### src/rtl/radix_conv_pkg.sv
package radix_conv_pkg;

  localparam int unsigned DIG_W = 4;
  localparam int unsigned DEN_W = 5;

  typedef enum logic [1:0] {
    RSEL_BIN = 2'd0,
    RSEL_OCT = 2'd1,
    RSEL_DEC = 2'd2,
    RSEL_HEX = 2'd3
  } radix_sel_e;

  function automatic logic [DEN_W-1:0] radix_of(input logic [1:0] sel);
    logic [DEN_W-1:0] r;
    case (sel)
      RSEL_BIN: r = 5'd2;
      RSEL_OCT: r = 5'd8;
      RSEL_DEC: r = 5'd10;
      default:  r = 5'd16;
    endcase
    return r;
  endfunction

endpackage

### src/rtl/radix_rst_sync.sv
module radix_rst_sync (
  input  logic clk,
  input  logic rst_n,
  output logic rst_n_sync
);

  logic [1:0] sync_q;

  always_ff @(posedge clk or negedge rst_n) begin
    if (!rst_n) begin
      sync_q <= 2'b00;
    end else begin
      sync_q <= {sync_q[0], 1'b1};
    end
  end

  assign rst_n_sync = sync_q[1];

endmodule

### src/rtl/radix_restore_div.sv
module radix_restore_div #(
  parameter int unsigned NUM_W = 16,
  parameter int unsigned DEN_W = 5
) (
  input  logic [NUM_W-1:0] num_i,
  input  logic [DEN_W-1:0] den_i,
  output logic [NUM_W-1:0] quo_o,
  output logic [DEN_W-1:0] rem_o
);

  localparam int unsigned TRY_W = DEN_W + 1;

  logic [DEN_W-1:0] part [0:NUM_W];

  assign part[NUM_W] = '0;

  for (genvar i = NUM_W - 1; i >= 0; i--) begin : g_stage
    logic [TRY_W-1:0] shifted;
    logic [TRY_W-1:0] trial;
    logic             fits;

    assign shifted = {part[i+1], num_i[i]};
    assign trial   = shifted - {1'b0, den_i};
    assign fits    = (shifted >= {1'b0, den_i});
    assign quo_o[i] = fits;
    assign part[i]  = fits ? trial[DEN_W-1:0] : shifted[DEN_W-1:0];
  end

  assign rem_o = part[0];

endmodule

### src/rtl/radix_conv_ctrl.sv
module radix_conv_ctrl
  import radix_conv_pkg::*;
#(
  parameter int unsigned OP_W  = 16,
  parameter int unsigned CNT_W = 5
) (
  input  logic             clk,
  input  logic             rst_n,
  input  logic             start_i,
  input  logic [OP_W-1:0]  value_i,
  input  logic [1:0]       radix_sel_i,
  input  logic [OP_W-1:0]  quo_i,
  output logic [OP_W-1:0]  cur_o,
  output logic [DEN_W-1:0] den_o,
  output logic             step_o,
  output logic             final_o,
  output logic             busy_o,
  output logic [CNT_W-1:0] cnt_o
);

  typedef enum logic {ST_IDLE = 1'b0, ST_RUN = 1'b1} state_e;

  state_e           state_q, state_d;
  logic [OP_W-1:0]  cur_q, cur_d;
  logic [DEN_W-1:0] den_q, den_d;
  logic [CNT_W-1:0] cnt_q, cnt_d;
  logic             accept;
  logic             cur_en, den_en, cnt_en;

  assign accept  = start_i && (state_q == ST_IDLE);
  assign step_o  = (state_q == ST_RUN);
  assign final_o = step_o && (quo_i == '0);

  always_comb begin
    state_d = state_q;
    cur_d   = cur_q;
    den_d   = den_q;
    cnt_d   = cnt_q;
    cur_en  = 1'b0;
    den_en  = 1'b0;
    cnt_en  = 1'b0;
    if (accept) begin
      state_d = ST_RUN;
      cur_d   = value_i;
      den_d   = radix_of(radix_sel_i);
      cnt_d   = '0;
      cur_en  = 1'b1;
      den_en  = 1'b1;
      cnt_en  = 1'b1;
    end else if (step_o) begin
      cur_d  = quo_i;
      cnt_d  = cnt_q + 1'b1;
      cur_en = 1'b1;
      cnt_en = 1'b1;
      if (final_o) begin
        state_d = ST_IDLE;
      end
    end
  end

  always_ff @(posedge clk or negedge rst_n) begin
    if (!rst_n) begin
      state_q <= ST_IDLE;
      cur_q   <= '0;
      den_q   <= 5'd2;
      cnt_q   <= '0;
    end else begin
      state_q <= state_d;
      if (cur_en) cur_q <= cur_d;
      if (den_en) den_q <= den_d;
      if (cnt_en) cnt_q <= cnt_d;
    end
  end

  assign cur_o  = cur_q;
  assign den_o  = den_q;
  assign busy_o = (state_q == ST_RUN);
  assign cnt_o  = cnt_q;

endmodule

### src/rtl/radix_digit_out.sv
module radix_digit_out
  import radix_conv_pkg::*;
(
  input  logic             clk,
  input  logic             rst_n,
  input  logic             step_i,
  input  logic             final_i,
  input  logic [DEN_W-1:0] rem_i,
  output logic             valid_o,
  output logic             last_o,
  output logic [DIG_W-1:0] dig_o
);

  logic             valid_d, last_d;
  logic [DIG_W-1:0] dig_q, dig_d;
  logic             valid_q, last_q;
  logic             dig_en;

  always_comb begin
    valid_d = step_i;
    last_d  = final_i;
    dig_en  = step_i;
    dig_d   = rem_i[DIG_W-1:0];
  end

  always_ff @(posedge clk or negedge rst_n) begin
    if (!rst_n) begin
      valid_q <= 1'b0;
      last_q  <= 1'b0;
      dig_q   <= '0;
    end else begin
      valid_q <= valid_d;
      last_q  <= last_d;
      if (dig_en) dig_q <= dig_d;
    end
  end

  assign valid_o = valid_q;
  assign last_o  = last_q;
  assign dig_o   = dig_q;

endmodule

### src/rtl/radix_serial_conv.sv
module radix_serial_conv
  import radix_conv_pkg::*;
#(
  parameter int unsigned OP_W = 16,
  localparam int unsigned CNT_W = $clog2(OP_W + 1)
) (
  input  logic             clk,
  input  logic             rst_n,
  input  logic             start_i,
  input  logic [OP_W-1:0]  value_i,
  input  logic [1:0]       radix_sel_i,
  output logic             busy_o,
  output logic             dig_valid_o,
  output logic             dig_last_o,
  output logic [DIG_W-1:0] dig_o,
  output logic [CNT_W-1:0] dig_count_o
);

  logic             rst_n_sync;
  logic [OP_W-1:0]  cur_val;
  logic [OP_W-1:0]  quo_val;
  logic [DEN_W-1:0] den_val;
  logic [DEN_W-1:0] rem_val;
  logic             step;
  logic             final_step;

  radix_rst_sync u_rst (
    .clk        (clk),
    .rst_n      (rst_n),
    .rst_n_sync (rst_n_sync)
  );

  radix_conv_ctrl #(.OP_W(OP_W), .CNT_W(CNT_W)) u_ctrl (
    .clk         (clk),
    .rst_n       (rst_n_sync),
    .start_i     (start_i),
    .value_i     (value_i),
    .radix_sel_i (radix_sel_i),
    .quo_i       (quo_val),
    .cur_o       (cur_val),
    .den_o       (den_val),
    .step_o      (step),
    .final_o     (final_step),
    .busy_o      (busy_o),
    .cnt_o       (dig_count_o)
  );

  radix_restore_div #(.NUM_W(OP_W), .DEN_W(DEN_W)) u_div (
    .num_i (cur_val),
    .den_i (den_val),
    .quo_o (quo_val),
    .rem_o (rem_val)
  );

  radix_digit_out u_out (
    .clk     (clk),
    .rst_n   (rst_n_sync),
    .step_i  (step),
    .final_i (final_step),
    .rem_i   (rem_val),
    .valid_o (dig_valid_o),
    .last_o  (dig_last_o),
    .dig_o   (dig_o)
  );

endmodule

### config.mk
export PLATFORM = sky130hd
export DESIGN_NAME = radix_serial_conv
export DESIGN_NICKNAME = d
export VERILOG_FILES = /design/src/rtl/radix_conv_pkg.sv /design/src/rtl/radix_rst_sync.sv /design/src/rtl/radix_restore_div.sv /design/src/rtl/radix_conv_ctrl.sv /design/src/rtl/radix_digit_out.sv /design/src/rtl/radix_serial_conv.sv
export SDC_FILE = /design/constraint.sdc
export NUM_CORES = 1
export LEC_CHECK = 0
export ABC_CLOCK_PERIOD_IN_PS = 1630
export BUFFER_PORTS_ARGS = -buffer_cell sky130_fd_sc_hd__clkbuf_2
export CORE_ASPECT_RATIO = 1.1
export CORE_UTILIZATION = 65
export DETAILED_ROUTE_END_ITERATION = 8
export HOLD_SLACK_MARGIN = 0.15
export PLACE_DENSITY = 0.91
export SYNTH_ARGS = -nofsm -noshare
export SYNTH_HDL_FRONTEND = slang
export SYNTH_HIERARCHICAL = 1
export SYNTH_SLANG_ARGS = --single-unit
export TNS_END_PERCENT = 10
### constraint.sdc
create_clock -name clk -period 1.63 [get_ports clk]
set_input_delay 0.163 -clock clk [delete_from_list [all_inputs] [get_ports clk]]
set_output_delay 0.163 -clock clk [all_outputs]
set_load 0.01 [all_outputs]
==> results.yml, run 1 <==
synthesis:
  synthesis.area_sq_um: 6010
  syn_area_per_cell_sq_um: 8.40
  synth_cells: 716
  ys_warn_count: 6
floorplan:
  die_h_microns: 103
  io_pins: 33
  num_rows: 36
  initial_core_util_pct: 67.4
  fp.dieW_microns: 93.7
placed_design:
  gp_congestion: 0.967
  dpl.cell_count: 1087
  dpl.hpwl_microns: 21600
  io_buffers: 32
clocking:
  cts_resized: 167
  numCtsBuffers: 5
  post-cts-setup-buffers: 80
  root_buffer: "clkbuf_8"
  holdBufCountCts: 2
  htreeDepth: 2
  cts_buffer_depth: 2
  cts_num_sinks: 33
outcome:
  error: "[ERROR DPL-0038] Utilization greater than 100%, impossible to legalize"
  status: "did not finish"
  haltStage: "clock tree synthesis"
-- metrics by stage --
| step | util, % | setup WS [ns] | TNS (ns) | instance area, sq um | hold slack (ns) |
|---|---|---|---|---|---|
| after detailed placement | 94.6 | -24.66 | -332.28 | 8430 | -0.0434 |
| after floorplan | - | -23.01 | -311.29 | 6450 | -0.133 |
| after global placement | 94.6 | -22.31 | -300.57 | 8430 | -0.0520 |
==> run 2: changes to the inputs <==
CORE_ASPECT_RATIO = unset   (was 1.1)
CORE_UTILIZATION = 40   (was 65)
HOLD_SLACK_MARGIN = unset   (was 0.15)
PLACE_DENSITY = unset   (was 0.91)
PLACE_DENSITY_LB_ADDON = 0.15   (was unset)
==> run 2 against run 1 <==
Effect of this change:
- the flow now finishes, with violations (setup timing)
- synthesized cell count is the same
- synthesized area stayed put
==> results.yml, run 2 <==
synthesis:
  synth_cells: 716
  synthesis.area_sq_um: 6010
  ys_warn_count: 6
  syn_area_per_cell_sq_um: 8.40
sta:
  setup_ws_ns: -22.44
  setup_tns_ns: -301.85
  min_period_ns: 24.07
  setup_viol: 21
  slew_viol_final: 0
  whs_ns: 0.147
  finClkSkew_ns: 0.00690
  relSlewSlack_pct: 63.0
  worstMarginPinSlew_ns: 0.548
  rsz0062_at_grt: "true"
  max_freq_mhz: 41.5
  post-route-period-util_pct: 1480
  hold_viol_final: 0
clocking:
  cts_num_sinks: 33
  htreeDepth: 2
  numCtsBuffers: 5
  cts_tree: "built"
  cts_buffer_depth: 2
  root_buffer: "clkbuf_16"
  clkTransAtPathRegs_ns: 0.06
  clock_latency_ns: 0.27
final_layout:
  layout-drive-gt1-share_pct: 53.1
  num_antenna_cells: 0
  syn_to_final_growth_pct: 63.8
  largest_register_ffs: 16
  multi_input_area_sq_um: 5700
  final_cell_mix: "299 x buf_4, 61 x ha_1, 56 x inv_1"
  final_common_cell: "buf_4"
  nFillCells: 1127
  regArea_sq_um: 831
  utilization_pct: 67.5
  layout.nets: 1164
placed_design:
  io_buffers: 32
  gp_congestion: 0.907
  dpl.hpwl_microns: 15500
  dpl_worst_slack_ns: -23.25
worst_setup_path:
  critPathKind: "flip-flop to flip-flop"
  crit_fanout: 16
  cp_slowest_cell: "dfstp_4"
  critPathRequiredTime_ns: 1.78
  worstPathArrival_ns: 24.23
  cp-start-kind: "flip-flop"
  cp-end-kind: "flip-flop"
  crit_top_cell: "nand2b_1"
  max_stage_delay_ns: 0.64
floorplan:
  core_sq_um: 14600
  fp.dieW_microns: 125
  num_rows: 44
  die_h_microns: 125
  dieArea_sq_um: 15500
  io_pins: 33
  initial_core_util_pct: 41.2
flow_run:
  drv_cap: 0
worst_hold_path:
  hold_path.class: "flip-flop to asynchronous set/reset pin"
drt:
  drt-initial-drc-count: 353
  route.detailed.drc: 0
  vias: 6716
  dr.pass1.iters: 6
  antenna_left: 0
  viasPerCell: 5.45
  avgRoutedWirePerCell_microns: 16.9
  drt-total-wl_microns: 20800
grt:
  grt_pass1_vias: 7091
  grt_max_degree: 17
  antenna_found_initial: 0
  overflow: 0
  grt_pass1_wl_microns: 34100
  grt_usage_pct: 26.7
outcome:
  failed_checks: "setup timing"
  status: "complete, but fails checks"
## run 2: cell type report
class                   count  area share, %
multi-input cells         580           57.8
repair buffers            352           26.9
flip-flops and latches     33           8.43
inverters                  75           3.07
well taps                 184           2.34
clock buffers               6           1.31
clock inverters             2          0.102
## run 2: path summary, 6_finish.rpt
| check | from | end | slack (ns) | depth (start not counted) |
|---|---|---|---|---|
| setup / recovery | u_ctrl/den_o[1] | u_out/dig_o[3] | -22.44 | 137 |
| hold / removal | u_rst/sync_q[1] | u_ctrl/cur_o[0] | 0.15 | 0 |
| setup reg to reg | u_ctrl/den_o[1] | u_out/dig_o[3] | -22.44 | 137 |
| hold reg to reg | u_rst/sync_q[1] | u_ctrl/cur_o[0] | 0.15 | 0 |
| max in group asynchronous | u_rst/sync_q[1] | u_ctrl/busy_o | 0.94 | 1 |
| min in group clk | value_i[11] | u_ctrl/cur_o[11] | 0.17 | 3 |
## run 2: what timing repair did
item / CTS / global route
resized for setup: 79 / 81
pin swaps: 57 / 62
hold buffers: 1 / 0
setup endpoints to repair: 21 / 22
setup buffers: 34 / 21
hold endpoints to repair: 2 / 0
cloned: 1 / 0
## run 2: metrics by stage
step / std cells / area [sq um]
4_1_cts: 1211 / 9380
3_5_place_dp: 1167 / 8600
2_1_floorplan: 717 / 6450
5_1_grt: 1232 / 9850
3_3_place_gp: 1167 / 8600
6_report: 1232 / 9850
## run 2: per-layer routing
| metal | GRT usage [%] | vias up | share of wire (%) |
|---|---|---|---|
| li1 | - | 3258 | - |
| met1 | 32.8 | 3285 | 44 |
| met2 | 49.3 | 138 | 51 |
| met3 | 2.28 | 35 | 3.1 |
| met5 | 0 | - | 0 |
| met4 | 7.09 | 0 | 2.0 |
## run 2: worst max-delay path: cells and delay by family (launching register included)
| family | cells | cell delay (ns) |
|---|---|---|
| fa+ha+maj | 15 | 4.44 |
| buf+inv | 19 | 2.13 |
| mux | 12 | 3.16 |
| compound gates | 56 | 9.38 |
| flops | 1 | 0.64 |
| simple gates | 35 | 4.11 |
Power of run 2 is left out: the tool's default activity adds up to more than one toggle a clock period on the data nets, which glitch-free logic cannot reach.
==> run 3: changes to the inputs <==
ABC_AREA = 1   (was unset)
==> run 3 against run 2 <==
Effect of this change:
- non-clock buffer count fell by 5
- critical path depth is 6 higher
- synthesized area down 3.2%
- sequential cell count unchanged
- count of clock-buffer cells in the layout increased by 1
- clock skew decreased by 0.0039 ns
- first-iteration DRC count shrank 27%
- via count fell by 1.5%
- register-to-register slack better by 5.1 ns
- the flow still finishes with violations (setup timing)
- worst setup slack improved by 5.1 ns
- design area is 0.43% lower
==> results.yml, run 3 <==
worst_setup_path:
  cp-start-kind: "flip-flop"
  ff2ff_path_depth: 143
  crit_fanout: 8
  timing.rr.start: "u_ctrl/den_o[1]"
  max_stage_delay_ns: 0.64
  cp-end-kind: "flip-flop"
  worstPathArrival_ns: 19.09
  crit-reg2reg-capture: "u_ctrl/busy_o"
  critPathKind: "flip-flop to flip-flop"
  cp_slowest_cell: "dfstp_4"
  critPathRequiredTime_ns: 1.79
  crit_top_cell: "nand2_2"
  regToRegSetupSlack_ns: -17.30
  crit_start: "u_ctrl/den_o[1]"
sta:
  post-route-period-util_pct: 1160
  slew_viol_final: 0
  finClkSkew_ns: 0.00304
  rsz0062_at_grt: "true"
  setup_ws_ns: -17.30
  worstMarginPinSlew_ns: 0.519
  hold_viol_final: 0
  min_period_ns: 18.93
  relSlewSlack_pct: 65.4
  setup_viol: 21
  max_freq_mhz: 52.8
  setup_tns_ns: -236.25
synthesis:
  synth_cells: 849
  synthesis.area_sq_um: 5820
  syn_area_per_cell_sq_um: 6.86
  ys_warn_count: 6
drt:
  antenna_left: 0
  viasPerCell: 4.86
  avgRoutedWirePerCell_microns: 13.3
  drt-total-wl_microns: 18100
  drt-initial-drc-count: 256
  route.detailed.drc: 0
  vias: 6612
  dr.pass1.iters: 4
final_layout:
  layout-drive-gt1-share_pct: 54.7
  largest_register_ffs: 16
  regArea_sq_um: 831
  final_cell_mix: "305 x buf_4, 182 x nand2_1, 78 x inv_1"
  num_antenna_cells: 0
  syn_to_final_growth_pct: 68.5
  layout.nets: 1297
  final_common_cell: "buf_4"
  nFillCells: 1100
  multi_input_area_sq_um: 5580
clocking:
  clock_latency_ns: 0.27
  cts_num_sinks: 33
  root_buffer: "clkbuf_16"
  cts_buffer_depth: 2
  clkTransAtPathRegs_ns: 0.05
  htreeDepth: 2
  numCtsBuffers: 5
  cts_tree: "built"
grt:
  grt_usage_pct: 23.8
  grt_pass1_vias: 6184
  grt_max_degree: 32
  antenna_found_initial: 0
  overflow: 0
  grt_pass1_wl_microns: 28600
floorplan:
  num_rows: 43
  dieArea_sq_um: 15000
  core_sq_um: 14000
  initial_core_util_pct: 41.5
  io_pins: 33
  die_h_microns: 123
  fp.dieW_microns: 123
outcome:
  failed_checks: "setup timing"
  status: "complete, but fails checks"
placed_design:
  dpl.hpwl_microns: 12700
  gp_congestion: 0.836
  io_buffers: 32
worst_hold_path:
  holdPathStages: 3
  hold_start: "value_i[14]"
  hold_path.class: "primary input to flip-flop"
  min_to: "u_ctrl/cur_o[14]"
flow_run:
  drv_cap: 0
run 3: critical path, delay by kind of cell, from the launching register on:
| kind | cells | cell delay [ns] |
|---|---|---|
| and+or+nand+nor | 73 | 6.99 |
| adders and majority gates | 16 | 4.80 |
| AOI/OAI and AO/OA | 27 | 4.30 |
| buffers and inverters | 27 | 2.08 |
| DFF | 1 | 0.64 |
run 3: how the worst max path moves through the flow:
stage                    endpoint  slack, ns  depth (start not counted)
finish              u_ctrl/busy_o     -17.30                        143
detailed placement  u_ctrl/busy_o     -17.86                        140
global route        u_ctrl/busy_o     -18.62                        142
floorplan           u_ctrl/busy_o     -17.78                        149
CTS                 u_ctrl/busy_o     -16.91                        141
global placement    u_ctrl/busy_o     -17.62                        141
run 3: timing repair:
item,in CTS,in global routing
hold endpoints to repair,2,0
gates resized for setup,71,108
buffers inserted,61,21
hold buffers,1,0
pin swaps,94,81
endpoints found under the setup margin,21,21
gates cloned,1,0
run 3: area by class of cell:
class	count	share of cell area, %
inverters	120	4.68
multi-input cells	673	56.8
repair buffers	347	26.1
flip-flops and latches	33	8.47
clock buffers	7	1.56
well taps	180	2.30
clock inverters	1	0.0510
run 3: stage by stage:
step	util (%)	hold slack (ns)	setup WS [ns]	cells	area, sq um
floorplan	-	-0.133	-17.78	850	6240
global placement	58.2	-0.0502	-17.62	1269	8170
detailed placement	58.2	-0.0496	-17.86	1269	8170
CTS	65.1	0.107	-16.91	1340	9140
global route	69.9	0.126	-18.62	1361	9810
finish	69.9	0.116	-17.30	1361	9810
run 3: per-layer routing:
metal	vias to the layer above	GRT usage, %	routed length, microns
met5	-	0	0
met3	27	2.09	478
li1	3414	-	-
met2	96	41.7	8910
met1	3075	32.3	8400
met4	0	3.13	280
Power of run 3 is left out for the same reason.
==> run 4: changes to the inputs <==
ABC_CLOCK_PERIOD_IN_PS = 16500   (was 1630)
CORE_MARGIN = 8   (was unset)
clock period = 16.5 ns   (was 1.63 ns; I/O delays follow)
==> run 4 against run 3 <==
Effect of this change:
- the flow still finishes with violations (setup timing)
- register-to-register slack gained 15 ns
- count of clock-buffer cells in the layout shrank 2
- clock skew grew 0.010 ns
- critical path depth grew 1
- hold slack gained 0.084 ns
- sequential share of layout area grew 0.61 points
- wire length shrank 0.23%
- design area shrank 6.8%
- global-route usage shrank 4.8 points
- via count shrank 4.8%
- die area grew 24%
- critical path type unchanged
- critical endpoint unchanged
==> results.yml, run 4 (synthesis results as in run 3) <==
drt:
  drt-total-wl_microns: 18000
  vias: 6297
  viasPerCell: 4.84
  avgRoutedWirePerCell_microns: 13.8
  antenna_left: 0
  route.detailed.drc: 0
  dr.pass1.iters: 4
  drt-initial-drc-count: 249
final_layout:
  final_cell_mix: "244 x buf_4, 184 x nand2_1, 84 x inv_1"
  nFillCells: 1284
  fin_area_sq_um: 9150
  syn_to_final_growth_pct: 57.1
  num_antenna_cells: 0
  regArea_sq_um: 831
  final_common_cell: "buf_4"
  layout-drive-gt1-share_pct: 49.6
  layout.nets: 1234
  multi_input_area_sq_um: 5350
  largest_register_ffs: 16
  utilization_pct: 63.7
worst_setup_path:
  cp-start-kind: "flip-flop"
  worstPathArrival_ns: 19.33
  cp-end-kind: "flip-flop"
  critPathKind: "flip-flop to flip-flop"
  max_stage_delay_ns: 0.64
  crit_top_cell: "nand2_2"
  cp_slowest_cell: "dfstp_4"
  crit_buf_inv: 26
  critPathTopFamily: "simple AND/OR/NAND/NOR gates"
  critPathRequiredTime_ns: 16.66
  crit_fanout: 8
sta:
  setup_ws_ns: -2.68
  post-route-period-util_pct: 116
  min_period_ns: 19.18
  relSlewSlack_pct: 60.8
  setup_viol: 9
  worstMarginPinSlew_ns: 0.586
  hold_viol_final: 0
  whs_ns: 0.200
  max_freq_mhz: 52.2
  slew_viol_final: 0
  finClkSkew_ns: 0.0134
  rsz0062_at_grt: "true"
clocking:
  clock_latency_ns: 0.28
  clkTransAtPathRegs_ns: 0.07
  numCtsBuffers: 5
  htreeDepth: 2
  cts_buffer_depth: 2
  holdBufCountCts: 0
  cts_tree: "built"
  root_buffer: "clkbuf_16"
  cts_num_sinks: 33
grt:
  grt_max_degree: 30
  grt_usage_pct: 18.9
  antenna_found_initial: 0
  overflow: 0
  grt_pass1_wl_microns: 28900
  grt_pass1_vias: 6231
floorplan:
  fp.dieW_microns: 137
  num_rows: 44
  dieArea_sq_um: 18700
  die_h_microns: 137
  initial_core_util_pct: 40.5
  io_pins: 33
  core_sq_um: 14400
placed_design:
  io_buffers: 32
  place_area_sq_um: 7940
  dpl_worst_slack_ns: -3.12
  gp_congestion: 0.863
  dpl.hpwl_microns: 13100
flow_run:
  drv_cap: 0
worst_hold_path:
  hold_path.class: "flip-flop to asynchronous set/reset pin"
outcome:
  status: "complete, but fails checks"
  failed_checks: "setup timing"
## run 4: changes by cell type in the layout (fill, tap and decap cells not counted), sizes merged
cell,delta
inv,+1
clkinv,-1
bufinv,+2
clkbuf,-2
buf,-62
dlygate4sd3,-1
## run 4: what timing repair did
| item | 4_1_cts | 5_1_grt |
|---|---|---|
| setup buffers | 20 | 24 |
| gates cloned | 1 | 0 |
| endpoints found under the setup margin | 9 | 9 |
| resized for setup | 58 | 102 |
| pin swaps | 72 | 116 |
## run 4: worst paths after layout
kind	from	endpoint	slack (ns)	cells past startpoint
hold / removal	u_rst/sync_q[1]	u_out/dig_o[2]	0.20	0
setup / recovery	u_ctrl/den_o[1]	u_ctrl/busy_o	-2.68	144
setup reg to reg	u_ctrl/den_o[1]	u_ctrl/busy_o	-2.68	144
max in group asynchronous	rst_n	u_rst/sync_q[1]	15.25	1
hold reg to reg	u_rst/sync_q[1]	u_out/dig_o[2]	0.20	0
min in group clk	u_rst/sync_q[0]	u_rst/sync_q[1]	0.35	0
## run 4: metal layers
metal	up-vias	track usage, %	part of all wire (%)
met5	-	0	0
li1	3273	-	-
met1	2943	25.0	47
met4	0	2.26	0.73
met3	10	1.95	2.7
met2	71	33.3	50
## run 4: area by class of cell
type,count,share of cell area (%)
sequential,33,9.08
timing repair buffer,284,22.8
inverter,120,5.02
tap,184,2.52
clock inverter,3,0.752
clock buffer,5,1.37
multi-input combinational,673,58.5
## run 4: through the flow
step	instances	TNS, ns
6_report	1302	-19.47
3_3_place_gp	1249	-20.72
3_5_place_dp	1249	-22.88
4_1_cts	1278	-14.55
5_1_grt	1302	-29.94
2_1_floorplan	850	-22.21
Power of run 4 is left out for the same reason.
